### src/rtl/pwmBankPkg.sv
package pwmBankPkg;
  localparam int RES_W = 8;

  localparam int STAT_LO = 0;
  localparam int STAT_HI = 1;
  localparam int DIV_VAL = 2;
  localparam int DIV_SRC = 3;
  localparam int CH_BASE = 4;

  typedef logic [RES_W-1:0] pwmVal_t;

  typedef enum logic [2:0] {
    SEL_SYS    = 3'd0,
    SEL_DIV16  = 3'd1,
    SEL_DIV256 = 3'd2,
    SEL_SLOW   = 3'd3,
    SEL_PROG   = 3'd4
  } clkSel_e;

  typedef struct packed {
    pwmVal_t    period;
    pwmVal_t    duty;
    logic [2:0] clkSel;
  } chCfg_t;

  typedef struct packed {
    pwmVal_t    divVal;
    logic [1:0] divSrc;
  } divCfg_t;
endpackage

### src/rtl/pwmTimeBase.sv
module pwmTimeBase import pwmBankPkg::*; #(
  parameter int PRE_W    = 4,
  parameter int SLOW_DIV = 750
) (
  input  logic       clk,
  input  logic       rstN,
  input  divCfg_t    divCfg,
  output logic [4:0] enVec
);
  localparam int PRE_CNT_W = 2 * PRE_W;
  localparam int SLOW_W    = $clog2(SLOW_DIV);

  logic [PRE_CNT_W-1:0] preCnt;
  logic [SLOW_W-1:0]    slowCnt;
  logic [RES_W-1:0]     divCnt;
  logic [3:0]           baseEn;
  logic                 srcEn, divLast, divTick;
  logic [RES_W-1:0]     effDiv;

  always_comb begin
    baseEn[0] = 1'b1;
    baseEn[1] = &preCnt[PRE_W-1:0];
    baseEn[2] = &preCnt;
    baseEn[3] = (slowCnt == SLOW_W'(SLOW_DIV - 1));
    srcEn     = baseEn[divCfg.divSrc];
    effDiv    = (divCfg.divVal == '0) ? RES_W'(1) : divCfg.divVal;
    divLast   = ({1'b0, divCnt} + (RES_W+1)'(1)) >= {1'b0, effDiv};
    divTick   = srcEn && divLast;
    enVec     = {divTick, baseEn};
  end

  always_ff @(posedge clk or negedge rstN) begin
    if (!rstN) begin
      preCnt  <= '0;
      slowCnt <= '0;
      divCnt  <= '0;
    end else begin
      preCnt  <= preCnt + 1'b1;
      slowCnt <= baseEn[3] ? '0 : slowCnt + 1'b1;
      if (srcEn) divCnt <= divLast ? '0 : divCnt + 1'b1;
    end
  end

  p_nested_rate_r5: assert property (@(posedge clk) disable iff (!rstN)
    baseEn[2] |-> baseEn[1]);
  p_slow_single_r5: assert property (@(posedge clk) disable iff (!rstN)
    baseEn[3] |=> !baseEn[3]);
  p_div_on_source_r6: assert property (@(posedge clk) disable iff (!rstN)
    enVec[4] |-> enVec[divCfg.divSrc]);
endmodule

### src/rtl/pwmChannel.sv
module pwmChannel import pwmBankPkg::*; (
  input  logic    clk,
  input  logic    rstN,
  input  logic    tick,
  input  pwmVal_t cfgPeriod,
  input  pwmVal_t cfgDuty,
  output logic    pwmOut,
  output logic    outChange
);
  pwmVal_t        cnt, actPeriod, actDuty;
  logic           outPrev, wrap;
  logic [RES_W:0] cntInc;

  always_comb begin
    cntInc    = {1'b0, cnt} + (RES_W+1)'(1);
    wrap      = cntInc >= {1'b0, actPeriod};
    pwmOut    = cnt < actDuty;
    outChange = pwmOut != outPrev;
  end

  always_ff @(posedge clk or negedge rstN) begin
    if (!rstN) begin
      cnt       <= '0;
      actPeriod <= '0;
      actDuty   <= '0;
      outPrev   <= 1'b0;
    end else begin
      outPrev <= pwmOut;
      if (tick) begin
        if (wrap) begin
          cnt       <= '0;
          actPeriod <= cfgPeriod;
          actDuty   <= cfgDuty;
        end else begin
          cnt <= cnt + 1'b1;
        end
      end
    end
  end

  p_cnt_in_period_r2: assert property (@(posedge clk) disable iff (!rstN)
    (actPeriod > 1) |-> (cnt < actPeriod));
  p_hold_midperiod_r4: assert property (@(posedge clk) disable iff (!rstN)
    !(tick && wrap) |=> ($stable(actPeriod) && $stable(actDuty)));
endmodule

### src/rtl/pwmDatapath.sv
module pwmDatapath import pwmBankPkg::*; #(
  parameter int NUM_CH   = 4,
  parameter int PRE_W    = 4,
  parameter int SLOW_DIV = 750
) (
  input  logic              clk,
  input  logic              rstN,
  input  chCfg_t            chCfg [NUM_CH],
  input  divCfg_t           divCfg,
  output logic [NUM_CH-1:0] pwmOut,
  output logic [NUM_CH-1:0] outChange
);
  logic [4:0] enVec;

  pwmTimeBase #(.PRE_W(PRE_W), .SLOW_DIV(SLOW_DIV)) u_timeBase (
    .clk(clk), .rstN(rstN), .divCfg(divCfg), .enVec(enVec)
  );

  for (genvar g = 0; g < NUM_CH; g++) begin : g_ch
    logic chTick;
    always_comb begin
      case (chCfg[g].clkSel)
        SEL_SYS:    chTick = enVec[0];
        SEL_DIV16:  chTick = enVec[1];
        SEL_DIV256: chTick = enVec[2];
        SEL_SLOW:   chTick = enVec[3];
        default:    chTick = enVec[4];
      endcase
    end

    pwmChannel u_ch (
      .clk(clk), .rstN(rstN), .tick(chTick),
      .cfgPeriod(chCfg[g].period), .cfgDuty(chCfg[g].duty),
      .pwmOut(pwmOut[g]), .outChange(outChange[g])
    );
  end
endmodule

### src/rtl/pwmCtrl.sv
module pwmCtrl import pwmBankPkg::*; #(
  parameter int NUM_CH = 4,
  parameter int ADDR_W = 5
) (
  input  logic              clk,
  input  logic              rstN,
  input  logic              wrEn,
  input  logic              rdEn,
  input  logic [ADDR_W-1:0] addr,
  input  logic [7:0]        wrData,
  output logic [7:0]        rdData,
  input  logic [NUM_CH-1:0] outChange,
  output chCfg_t            chCfg [NUM_CH],
  output divCfg_t           divCfg,
  output logic              irqN
);
  logic [NUM_CH-1:0] chFlags;
  logic [15:0]       flagsWide, clrMask;
  logic [ADDR_W-1:0] chOff, chIdx;
  logic [1:0]        fieldSel;
  logic              chHit, rdLo, rdHi;
  logic [7:0]        rdNext;

  always_comb begin
    chHit     = addr >= ADDR_W'(CH_BASE);
    chOff     = addr - ADDR_W'(CH_BASE);
    chIdx     = chOff >> 2;
    fieldSel  = chOff[1:0];
    rdLo      = rdEn && (addr == ADDR_W'(STAT_LO));
    rdHi      = rdEn && (addr == ADDR_W'(STAT_HI));
    clrMask   = {{8{rdHi}}, {8{rdLo}}};
    flagsWide = '0;
    flagsWide[NUM_CH-1:0] = chFlags;
  end

  always_ff @(posedge clk or negedge rstN) begin
    if (!rstN) begin
      divCfg <= '0;
      for (int i = 0; i < NUM_CH; i++) chCfg[i] <= '0;
    end else if (wrEn) begin
      if (addr == ADDR_W'(DIV_VAL)) divCfg.divVal <= wrData;
      if (addr == ADDR_W'(DIV_SRC)) divCfg.divSrc <= wrData[1:0];
      for (int i = 0; i < NUM_CH; i++) begin
        if (chHit && chIdx == ADDR_W'(i)) begin
          case (fieldSel)
            2'd0:    chCfg[i].period <= wrData;
            2'd1:    chCfg[i].duty   <= wrData;
            2'd2:    chCfg[i].clkSel <= wrData[2:0];
            default: ;
          endcase
        end
      end
    end
  end

  always_comb begin
    rdNext = '0;
    if (addr == ADDR_W'(STAT_LO)) rdNext = flagsWide[7:0];
    if (addr == ADDR_W'(STAT_HI)) rdNext = flagsWide[15:8];
    if (addr == ADDR_W'(DIV_VAL)) rdNext = divCfg.divVal;
    if (addr == ADDR_W'(DIV_SRC)) rdNext = {6'b0, divCfg.divSrc};
    for (int i = 0; i < NUM_CH; i++) begin
      if (chHit && chIdx == ADDR_W'(i)) begin
        case (fieldSel)
          2'd0:    rdNext = chCfg[i].period;
          2'd1:    rdNext = chCfg[i].duty;
          2'd2:    rdNext = {5'b0, chCfg[i].clkSel};
          default: rdNext = '0;
        endcase
      end
    end
  end

  always_ff @(posedge clk or negedge rstN) begin
    if (!rstN) begin
      chFlags <= '0;
      rdData  <= '0;
    end else begin
      chFlags <= (chFlags & ~clrMask[NUM_CH-1:0]) | outChange;
      if (rdEn) rdData <= rdNext;
    end
  end

  assign irqN = ~|chFlags;

  p_flag_sticky_r7: assert property (@(posedge clk) disable iff (!rstN)
    !rdEn |=> ((chFlags & $past(chFlags)) == $past(chFlags)));
  p_flag_cleared_r8: assert property (@(posedge clk) disable iff (!rstN)
    (rdLo && !outChange[0]) |=> !chFlags[0]);
  p_change_sets_r7: assert property (@(posedge clk) disable iff (!rstN)
    outChange[0] |=> (chFlags[0] && !irqN));
endmodule

### src/rtl/pwmBank.sv
module pwmBank import pwmBankPkg::*; #(
  parameter int NUM_CH   = 4,
  parameter int SLOW_DIV = 750,
  parameter int PRE_W    = 4,
  parameter int ADDR_W   = $clog2(CH_BASE + 4 * NUM_CH)
) (
  input  logic              clk,
  input  logic              rstN,
  input  logic              wrEn,
  input  logic              rdEn,
  input  logic [ADDR_W-1:0] addr,
  input  logic [7:0]        wrData,
  output logic [7:0]        rdData,
  output logic [NUM_CH-1:0] pwmOut,
  output logic              irqN
);
  chCfg_t            chCfg [NUM_CH];
  divCfg_t           divCfg;
  logic [NUM_CH-1:0] outChange;

  pwmCtrl #(.NUM_CH(NUM_CH), .ADDR_W(ADDR_W)) u_ctrl (
    .clk(clk), .rstN(rstN), .wrEn(wrEn), .rdEn(rdEn), .addr(addr),
    .wrData(wrData), .rdData(rdData), .outChange(outChange),
    .chCfg(chCfg), .divCfg(divCfg), .irqN(irqN)
  );

  pwmDatapath #(.NUM_CH(NUM_CH), .PRE_W(PRE_W), .SLOW_DIV(SLOW_DIV)) u_dp (
    .clk(clk), .rstN(rstN), .chCfg(chCfg), .divCfg(divCfg),
    .pwmOut(pwmOut), .outChange(outChange)
  );
endmodule

### config.mk
export PLATFORM = sky130hd
export DESIGN_NAME = pwmBank
export DESIGN_NICKNAME = d
export VERILOG_FILES = /design/src/rtl/pwmBankPkg.sv /design/src/rtl/pwmTimeBase.sv /design/src/rtl/pwmChannel.sv /design/src/rtl/pwmDatapath.sv /design/src/rtl/pwmCtrl.sv /design/src/rtl/pwmBank.sv
export SDC_FILE = /design/constraint.sdc
export NUM_CORES = 1
export LEC_CHECK = 0
export BUFFER_PORTS_ARGS = -buffer_cell sky130_fd_sc_hd__buf_2
export CAP_MARGIN = 20
export CORE_AREA = 5 5 203 205
export CTS_BUF_LIST = sky130_fd_sc_hd__clkbuf_8
export CTS_CLUSTER_SIZE = 30
export DETAILED_ROUTE_END_ITERATION = 8
export DIE_AREA = 0 0 208 210
export PLACE_DENSITY = 0.51
export SYNTH_ARGS = -nofsm -noshare
export SYNTH_HDL_FRONTEND = slang
export SYNTH_SLANG_ARGS = --single-unit
export TNS_END_PERCENT = 10
### constraint.sdc
create_clock -name clk -period 5.7 [get_ports clk]
set_clock_uncertainty 0.15 [all_clocks]
set_input_delay 0.285 -clock clk [delete_from_list [all_inputs] [get_ports clk]]
set_output_delay 0.285 -clock clk [all_outputs]
set_load 0.05 [all_outputs]
==> metrics, run 1 <==
share of power burned in combinational logic=0.366; Slew Limit Fails=0; Initial Utilization=0.313; Syn Inst Count=1102; worst-skew pair later-pin latency=540 ps; Primary FF master, synth=dfrtp_1; Distinct cells, synth=75; die height=210 um; post-synth top area share=0.456; Seq pwr share=0.378; # resized after CTS=0; reg2reg start=u_dp.u_timeBase.divCnt[0]$_DFFE_PN0P_; Critical Path Start=u_dp.u_timeBase.divCnt[0]$_DFFE_PN0P_; R2R cell count=11; Mean Syn Cell Area=11.2 sq um; Post-synth EDFFs=0; CTS Buf Count=43; CTS Buffer Depth=3; Hold Startpoint=wrData[5]; DRC Markers=0; # H-tree levels=2; status=finished clean; reg2reg end=u_dp.g_ch[1].u_ch.actDuty[3]$_DFFE_PN0P_; Final HPWL DP=21300 um; hold worst-path end=u_ctrl.divCfg[7]$_DFFE_PN0P_; Seq/Total Area, Yosys=0.456; Total GRT Usage=0.133; Hold Path Depth=3; power per cell area=441 mW/mm^2; per-cell routed wire length=17.2 um; Crit Path Max Fanout=16; P_sw=0.00220 W; Root Buffer=clkbuf_8; nets=1245; Pwr Total=0.00610 W; Syn Nets=1195; DR iter-0 viols=589; hold_ws=35.3 ps; type of the tightest min-delay check=in2reg; clk sinks=224; VDD IR max=152 uV; TritonCTS clock tree=yes; Async SR Flop Fraction=1.00; Int Pwr=0.00390 W; FP Rows=73; area leader, netlist=dfrtp_1; RSZ-0062 raised after global routing=no; final setup TNS=0 ps; Overflow after GRT=0; post-route antenna net violation count=0; Area Overhead vs Synth=12.5%; clock share of power=0.256; drt first pass iters=5; Ports=30; final hold viol count=0; Net Sw Frac=0.361; initial antenna violation count=3; final wirelength=29300 um; fill count=3994; Die X=208 um; global-route wire length before repair=47400 um; Mapped Area=0.0123 sq mm; max frequency=245 MHz; Pleak=6.36 nW; # setup viols final=0; fin crit share=0.717; pin count of the biggest net entering global routing=128; max_cap viols=0; vias in the first global route=8532; Yosys warnings=0; Yosys reg bits=224; DR vias/cell=4.88; Port Buffer Count=29; Setup crit start kind=flop; worst setup path class=reg2reg; Reg clk slew, reported paths=50 ps; reg-to-reg slack, setup=1610 ps; slew margin rel.=0.316; DR vias=8326; Worst-Margin Slew=1030 ps; ranking of synthesized cells by area=dfrtp_1 46%, mux2_2 9.7%, ha_1 7.7%, mux2_4 4.9%, nand2_1 3.2%; Final GP Congestion=0.861; CP Data Required Time=5970 ps; worst path arrival time=4350 ps; layout cells sized above 1=0.227; DIE AREA=0.0437 sq mm; Core ar.=0.0393 sq mm; Period minus WS final=4090 ps; Worst Setup End Kind=flop
## cell type report
| cell class | count | area (sq um) | share of cell area |
|---|---|---|---|
| Multi-Input combinational cell | 758 | 6150 | 0.445 |
| Sequential cell | 224 | 5610 | 0.405 |
| Clock buffer | 53 | 729 | 0.0527 |
| Tap cell | 525 | 657 | 0.0475 |
| Inverter | 86 | 323 | 0.0233 |
| Timing Repair Buffer | 39 | 245 | 0.0177 |
| Clock inverter | 21 | 123 | 0.00886 |
| Antenna cell | 1 | 2.50 | 0.000181 |
## layer usage
metal  track usage  up-vias  share of wire
met5             0        -        0.00024
met4        0.0412        2          0.027
met3        0.0262       57          0.046
met2         0.218      161           0.46
met1         0.181     4076           0.47
li1              -     4030              -
## cell usage in the layout (no fill, tap or decap), types with 15 or more instances in the layout
| cell type | count |
|---|---|
| mux2i_1 | 31 |
| clkbuf_8 | 53 |
| mux2_4 | 40 |
| nor3_1 | 15 |
| xnor2_1 | 24 |
| o22ai_1 | 18 |
| mux2_2 | 106 |
| nand3_1 | 24 |
| nor2_1 | 49 |
| nand2b_1 | 17 |
| nand2_1 | 106 |
| a21oi_1 | 37 |
| o21ai_0 | 49 |
| buf_2 | 28 |
| dfrtp_1 | 224 |
| xor2_1 | 17 |
| inv_1 | 98 |
| ha_1 | 76 |
## state kept, by name, summed over array words and instances (netlist names)
register                  flops
u_ctrl.chCfg                 76
u_ctrl.chFlags                4
u_ctrl.divCfg                10
u_ctrl.rdData                 8
u_dp.g_ch.u_ch.actDuty       32
u_dp.g_ch.u_ch.actPeriod     32
u_dp.g_ch.u_ch.cnt           32
u_dp.g_ch.u_ch.outPrev        4
u_dp.u_timeBase.divCnt        8
u_dp.u_timeBase.preCnt        8
u_dp.u_timeBase.slowCnt      10
## through the flow
step / cell area, sq um / setup slack, ps / utilization / std cells
3_5_place_dp: 12900 / 1570 / 0.329 / 1626
5_1_grt: 13800 / 1330 / 0.352 / 1707
6_report: 13800 / 1610 / 0.352 / 1707
3_3_place_gp: 12900 / 1650 / 0.329 / 1626
4_1_cts: 13800 / 1540 / 0.352 / 1706
2_1_floorplan: 12300 / 2450 / - / 1102
## power by group through the flow
stage	logic, W	registers [W]	clock network, W
6_report	0.00223	0.00231	0.00156
3_3_place_gp	0.00221	0.00234	0
4_1_cts	0.00227	0.00231	0.00162
3_5_place_dp	0.00225	0.00234	0
5_1_grt	0.00251	0.00236	0.00170
2_1_floorplan	0.00185	0.00223	0
## kinds of logic (layout without fill, tap and decap cells)
| family | count (synthesis) | in the layout | synth area share |
|---|---|---|---|
| and+or+nand+nor | 278 | 278 | 0.114 |
| adders and majority gates | 76 | 76 | 0.0773 |
| AOI/OAI and AO/OA | 186 | 186 | 0.108 |
| other | 0 | 1 | 0 |
| buffers and inverters | 120 | 199 | 0.0443 |
| muxes | 177 | 177 | 0.171 |
| xor gates and xnor gates | 41 | 41 | 0.0292 |
| DFF | 224 | 224 | 0.456 |
## synth_stat cells, types with 17 or more instances
| library cell | number |
|---|---|
| a21oi_1 | 37 |
| dfrtp_1 | 224 |
| ha_1 | 76 |
| inv_1 | 86 |
| mux2_2 | 106 |
| mux2_4 | 40 |
| mux2i_1 | 31 |
| nand2_1 | 106 |
| nand2b_1 | 17 |
| nand3_1 | 24 |
| nor2_1 | 49 |
| o21ai_0 | 49 |
| o22ai_1 | 18 |
| xnor2_1 | 24 |
| xor2_1 | 17 |
## timing repair
| action | in CTS | in global routing |
|---|---|---|
| endpoints found under the hold margin | 131 | 0 |
| endpoints found under the setup margin | 0 | 0 |
| setup buffers | 0 | 0 |
| hold buffers | 6 | 0 |
## critical path, stage by stage, from the launching register on
cell	delay [ps]
dfrtp_1	420
ha_1	270
and4_1	270
nand2_1	100
xnor2_1	150
ha_1	290
and3_1	190
o2111ai_1	120
o211ai_1	560
a31oi_2	430
nor2_4	590
mux2_2	400
## worst max path at each step
stage                                                     endpoint  slack [ps]
final                     u_dp.g_ch[1].u_ch.actDuty[3]$_DFFE_PN0P_        1610
after global routing      u_dp.g_ch[1].u_ch.actDuty[2]$_DFFE_PN0P_        1330
after CTS                 u_dp.g_ch[1].u_ch.actDuty[3]$_DFFE_PN0P_        1540
after detailed placement  u_dp.g_ch[1].u_ch.actDuty[3]$_DFFE_PN0P_        1570
after global placement    u_dp.g_ch[1].u_ch.actDuty[2]$_DFFE_PN0P_        1650
after floorplan           u_dp.g_ch[1].u_ch.actDuty[4]$_DFFE_PN0P_        2450
Power figures use the tool's default switching activity.
==> run 2, diff against run 1 <==
--- a/config.mk
+++ b/config.mk
@@ -12,7 +12,7 @@
 export CTS_CLUSTER_SIZE = 30
 export DETAILED_ROUTE_END_ITERATION = 8
 export DIE_AREA = 0 0 208 210
-export PLACE_DENSITY = 0.51
+export PLACE_DENSITY = 0.53
 export SYNTH_ARGS = -nofsm -noshare
 export SYNTH_HDL_FRONTEND = slang
 export SYNTH_SLANG_ARGS = --single-unit
==> constraint.sdc (replaced) <==
create_clock -name clk -period 3.5 [get_ports clk]
set_clock_uncertainty 0.15 [all_clocks]
set_input_delay 0.175 -clock clk [delete_from_list [all_inputs] [get_ports clk]]
set_output_delay 0.175 -clock clk [all_outputs]
set_load 0.05 [all_outputs]
==> metrics, run 2 (synthesis results as in run 1) <==
clock share of power=0.262 (was 0.256); fill count=4008 (was 3994); Int Pwr=0.00666 W (was 0.00390 W); Area Overhead vs Synth=15.5% (was 12.5%); final std cells w/o fill=1736 (was 1707); P_sw=0.00367 W (was 0.00220 W); Worst Setup End Kind=flop (unchanged); CP Data Required Time=3770 ps (was 5970 ps); max incr delay on CP=420 ps (was 590 ps); max_cap viols=0 (unchanged); CTS Buf Count=43 (unchanged); nets=1274 (was 1245); clk sinks=224 (unchanged); final instance area=0.0142 sq mm (was 0.0138 sq mm); CP bufs+invs=2 (was 0); die height=210 um (unchanged); DP Area=0.0131 sq mm (was 0.0129 sq mm); DR vias=8451 (was 8326); type of the tightest min-delay check=in2reg (unchanged); worst-skew pair later-pin latency=550 ps (was 540 ps); share of power burned in combinational logic=0.375 (was 0.366); Total GRT Usage=0.136 (was 0.133); layout cells sized above 1=0.246 (was 0.227); final hold viol count=0 (unchanged); RSZ-0062 raised after global routing=yes (was no); final worst setup slack=190 ps (was 1610 ps); Crit Path Max Fanout=10 (was 16); Pleak=6.55 nW (was 6.36 nW); dpl cells=1642 (was 1626); power per cell area=727 mW/mm^2 (was 441 mW/mm^2); Port Buffer Count=29 (unchanged); commonest non-fill, non-tap cells in the layout=224 x dfrtp_1, 106 x nand2_1, 106 x mux2_2 (unchanged); worst path arrival time=3580 ps (was 4350 ps); drt first pass iters=7 (was 5); reg2reg start=u_dp.u_timeBase.divCnt[0]$_DFFE_PN0P_ (unchanged); Critical Path Start=u_dp.u_timeBase.divCnt[0]$_DFFE_PN0P_ (unchanged); DRC Markers=0 (unchanged); Seq pwr share=0.363 (was 0.378); Core ar.=0.0393 sq mm (unchanged); DR vias/cell=4.87 (was 4.88); Ports=30 (unchanged); Die X=208 um (unchanged); # setup viols final=0 (unchanged); per-cell routed wire length=17.2 um (about the same); Reg clk slew, reported paths=50 ps (about the same); final setup TNS=0 ps (unchanged); Reg with most FFs=u_ctrl.chCfg (unchanged); Slew Limit Fails=0 (unchanged); Period minus WS final=3310 ps (was 4090 ps); Final GP Congestion=0.845 (was 0.861); global-route wire length before repair=48200 um (was 47400 um); TritonCTS clock tree=yes (unchanged); VDD IR max=238 uV (was 152 uV); pin count of the biggest net entering global routing=118 (was 128); CTS Buffer Depth=3 (unchanged); max frequency=302 MHz (was 245 MHz); Worst path top cell family by delay=compound AO/OA/AOI/OAI gates (was simple AND/OR/NAND/NOR gates); # H-tree levels=2 (unchanged); final wirelength=29800 um (was 29300 um); Initial Utilization=0.313 (unchanged); most common cell after layout, fill and taps aside=dfrtp_1 (unchanged); worst setup path class=reg2reg (unchanged); Net Sw Frac=0.355 (was 0.361); DR iter-0 viols=563 (was 589); status=finished clean (unchanged); FP Rows=73 (unchanged); Root Buffer=clkbuf_8 (unchanged); slew margin rel.=0.339 (was 0.316); CP Cell Sequence=ha_2 -> and4_4 -> nand2_1 -> xnor2_1 -> ha_1 -> a21o_1 -> a221oi_2 -> o211ai_1 -> buf_4 -> a31oi_4 -> buf_6 -> nor4_1 -> a211o_1 (was ha_1 -> and4_1 -> nand2_1 -> xnor2_1 -> ha_1 -> and3_1 -> o2111ai_1 -> o211ai_1 -> a31oi_2 -> nor2_4 -> mux2_2); Setup crit start kind=flop (unchanged); Slowest-stage cell, CP=dfrtp_1 (was nor2_4); Placement Setup Slack=147 ps (was 1570 ps); Final HPWL DP=21400 um (was 21300 um); Overflow after GRT=0 (unchanged); vias in the first global route=8722 (was 8532); Worst-Margin Slew=989 ps (was 1030 ps); fin crit share=0.946 (was 0.717); max reg flops=76 (unchanged); DIE AREA=0.0437 sq mm (unchanged); post-route antenna net violation count=0 (unchanged); initial antenna violation count=1 (was 3); Hold Startpoint=wrData[0] (was wrData[5]); antenna cells=0 (was 1)
==> run 2: cell types whose count changed in the layout (fill, tap and decap cells not counted), moves of 2 or more <==
cell / change
buf_4: +17
buf_12: +5
dlygate4sd3_1: +5
clkbuf_8: +3
buf_6: +2
clkinv_2: -2
clkinvlp_4: -2
==> run 2: path summary, 6_finish.rpt <==
check,end,slack (ps),depth (start not counted)
worst min register to register,u_dp.u_timeBase.preCnt[0]$_DFF_PN0_,290,1
worst min-delay path,u_ctrl.chCfg[49]$_DFFE_PN0P_,70,2
min in group asynchronous,u_ctrl.divCfg[9]$_DFFE_PN0P_,490,3
max in group asynchronous,u_dp.g_ch[3].u_ch.actPeriod[3]$_DFFE_PN0P_,1770,4
worst max-delay path,u_dp.g_ch[2].u_ch.cnt[6]$_DFFE_PN0P_,190,13
worst max register to register,u_dp.g_ch[2].u_ch.cnt[6]$_DFFE_PN0P_,190,13
==> run 2: area by class of cell <==
type	instances	area [sq um]	share of cell area
clock buffers	56	771	0.0543
clock inverters	19	136	0.00960
inverters	86	323	0.0227
multi-input cells	758	6160	0.434
flip-flops and latches	224	5610	0.395
well taps	525	657	0.0463
repair buffers	68	546	0.0384
==> run 2: per-stage QoR <==
stage	power, W	util	hold slack, ps
4_1_cts	0.0104	0.359	12.0
6_report	0.0103	0.362	73.5
3_3_place_gp	0.00750	0.333	-15.1
3_5_place_dp	0.00759	0.333	-1.71
2_1_floorplan	0.00665	-	-271
5_1_grt	0.0111	0.362	35.2
==> run 2: worst register-to-register path: stages (launching register included) <==
cell	delay (ps)
dfrtp_1	420
ha_2	210
and4_4	230
nand2_1	90
xnor2_1	150
ha_1	310
a21o_1	190
a221oi_2	250
o211ai_1	140
buf_4	210
a31oi_4	320
buf_6	190
nor4_1	60
a211o_1	280
==> run 2: power groups by stage <==
stage	sequential, W	clock, W	combinational (W)
after floorplan	0.00363	0	0.00302
after global placement	0.00379	0	0.00371
after detailed placement	0.00379	0	0.00380
after CTS	0.00375	0.00281	0.00384
after global routing	0.00383	0.00292	0.00431
final	0.00375	0.00271	0.00387
==> run 2: repair_timing <==
| item | CTS | global route |
|---|---|---|
| buffers inserted | 0 | 7 |
| endpoints found under the setup margin | 0 | 36 |
| gates resized for setup | 0 | 7 |
| hold buffers | 12 | 0 |
| endpoints found under the hold margin | 264 | 0 |
==> run 2: metal layers <==
metal  wire length [um]  vias up  GRT usage
met4                561        0     0.0376
li1                   -     4084          -
met5                  0        -          0
met2              14000      119      0.224
met3               1040       44     0.0229
met1              14200     4204      0.186
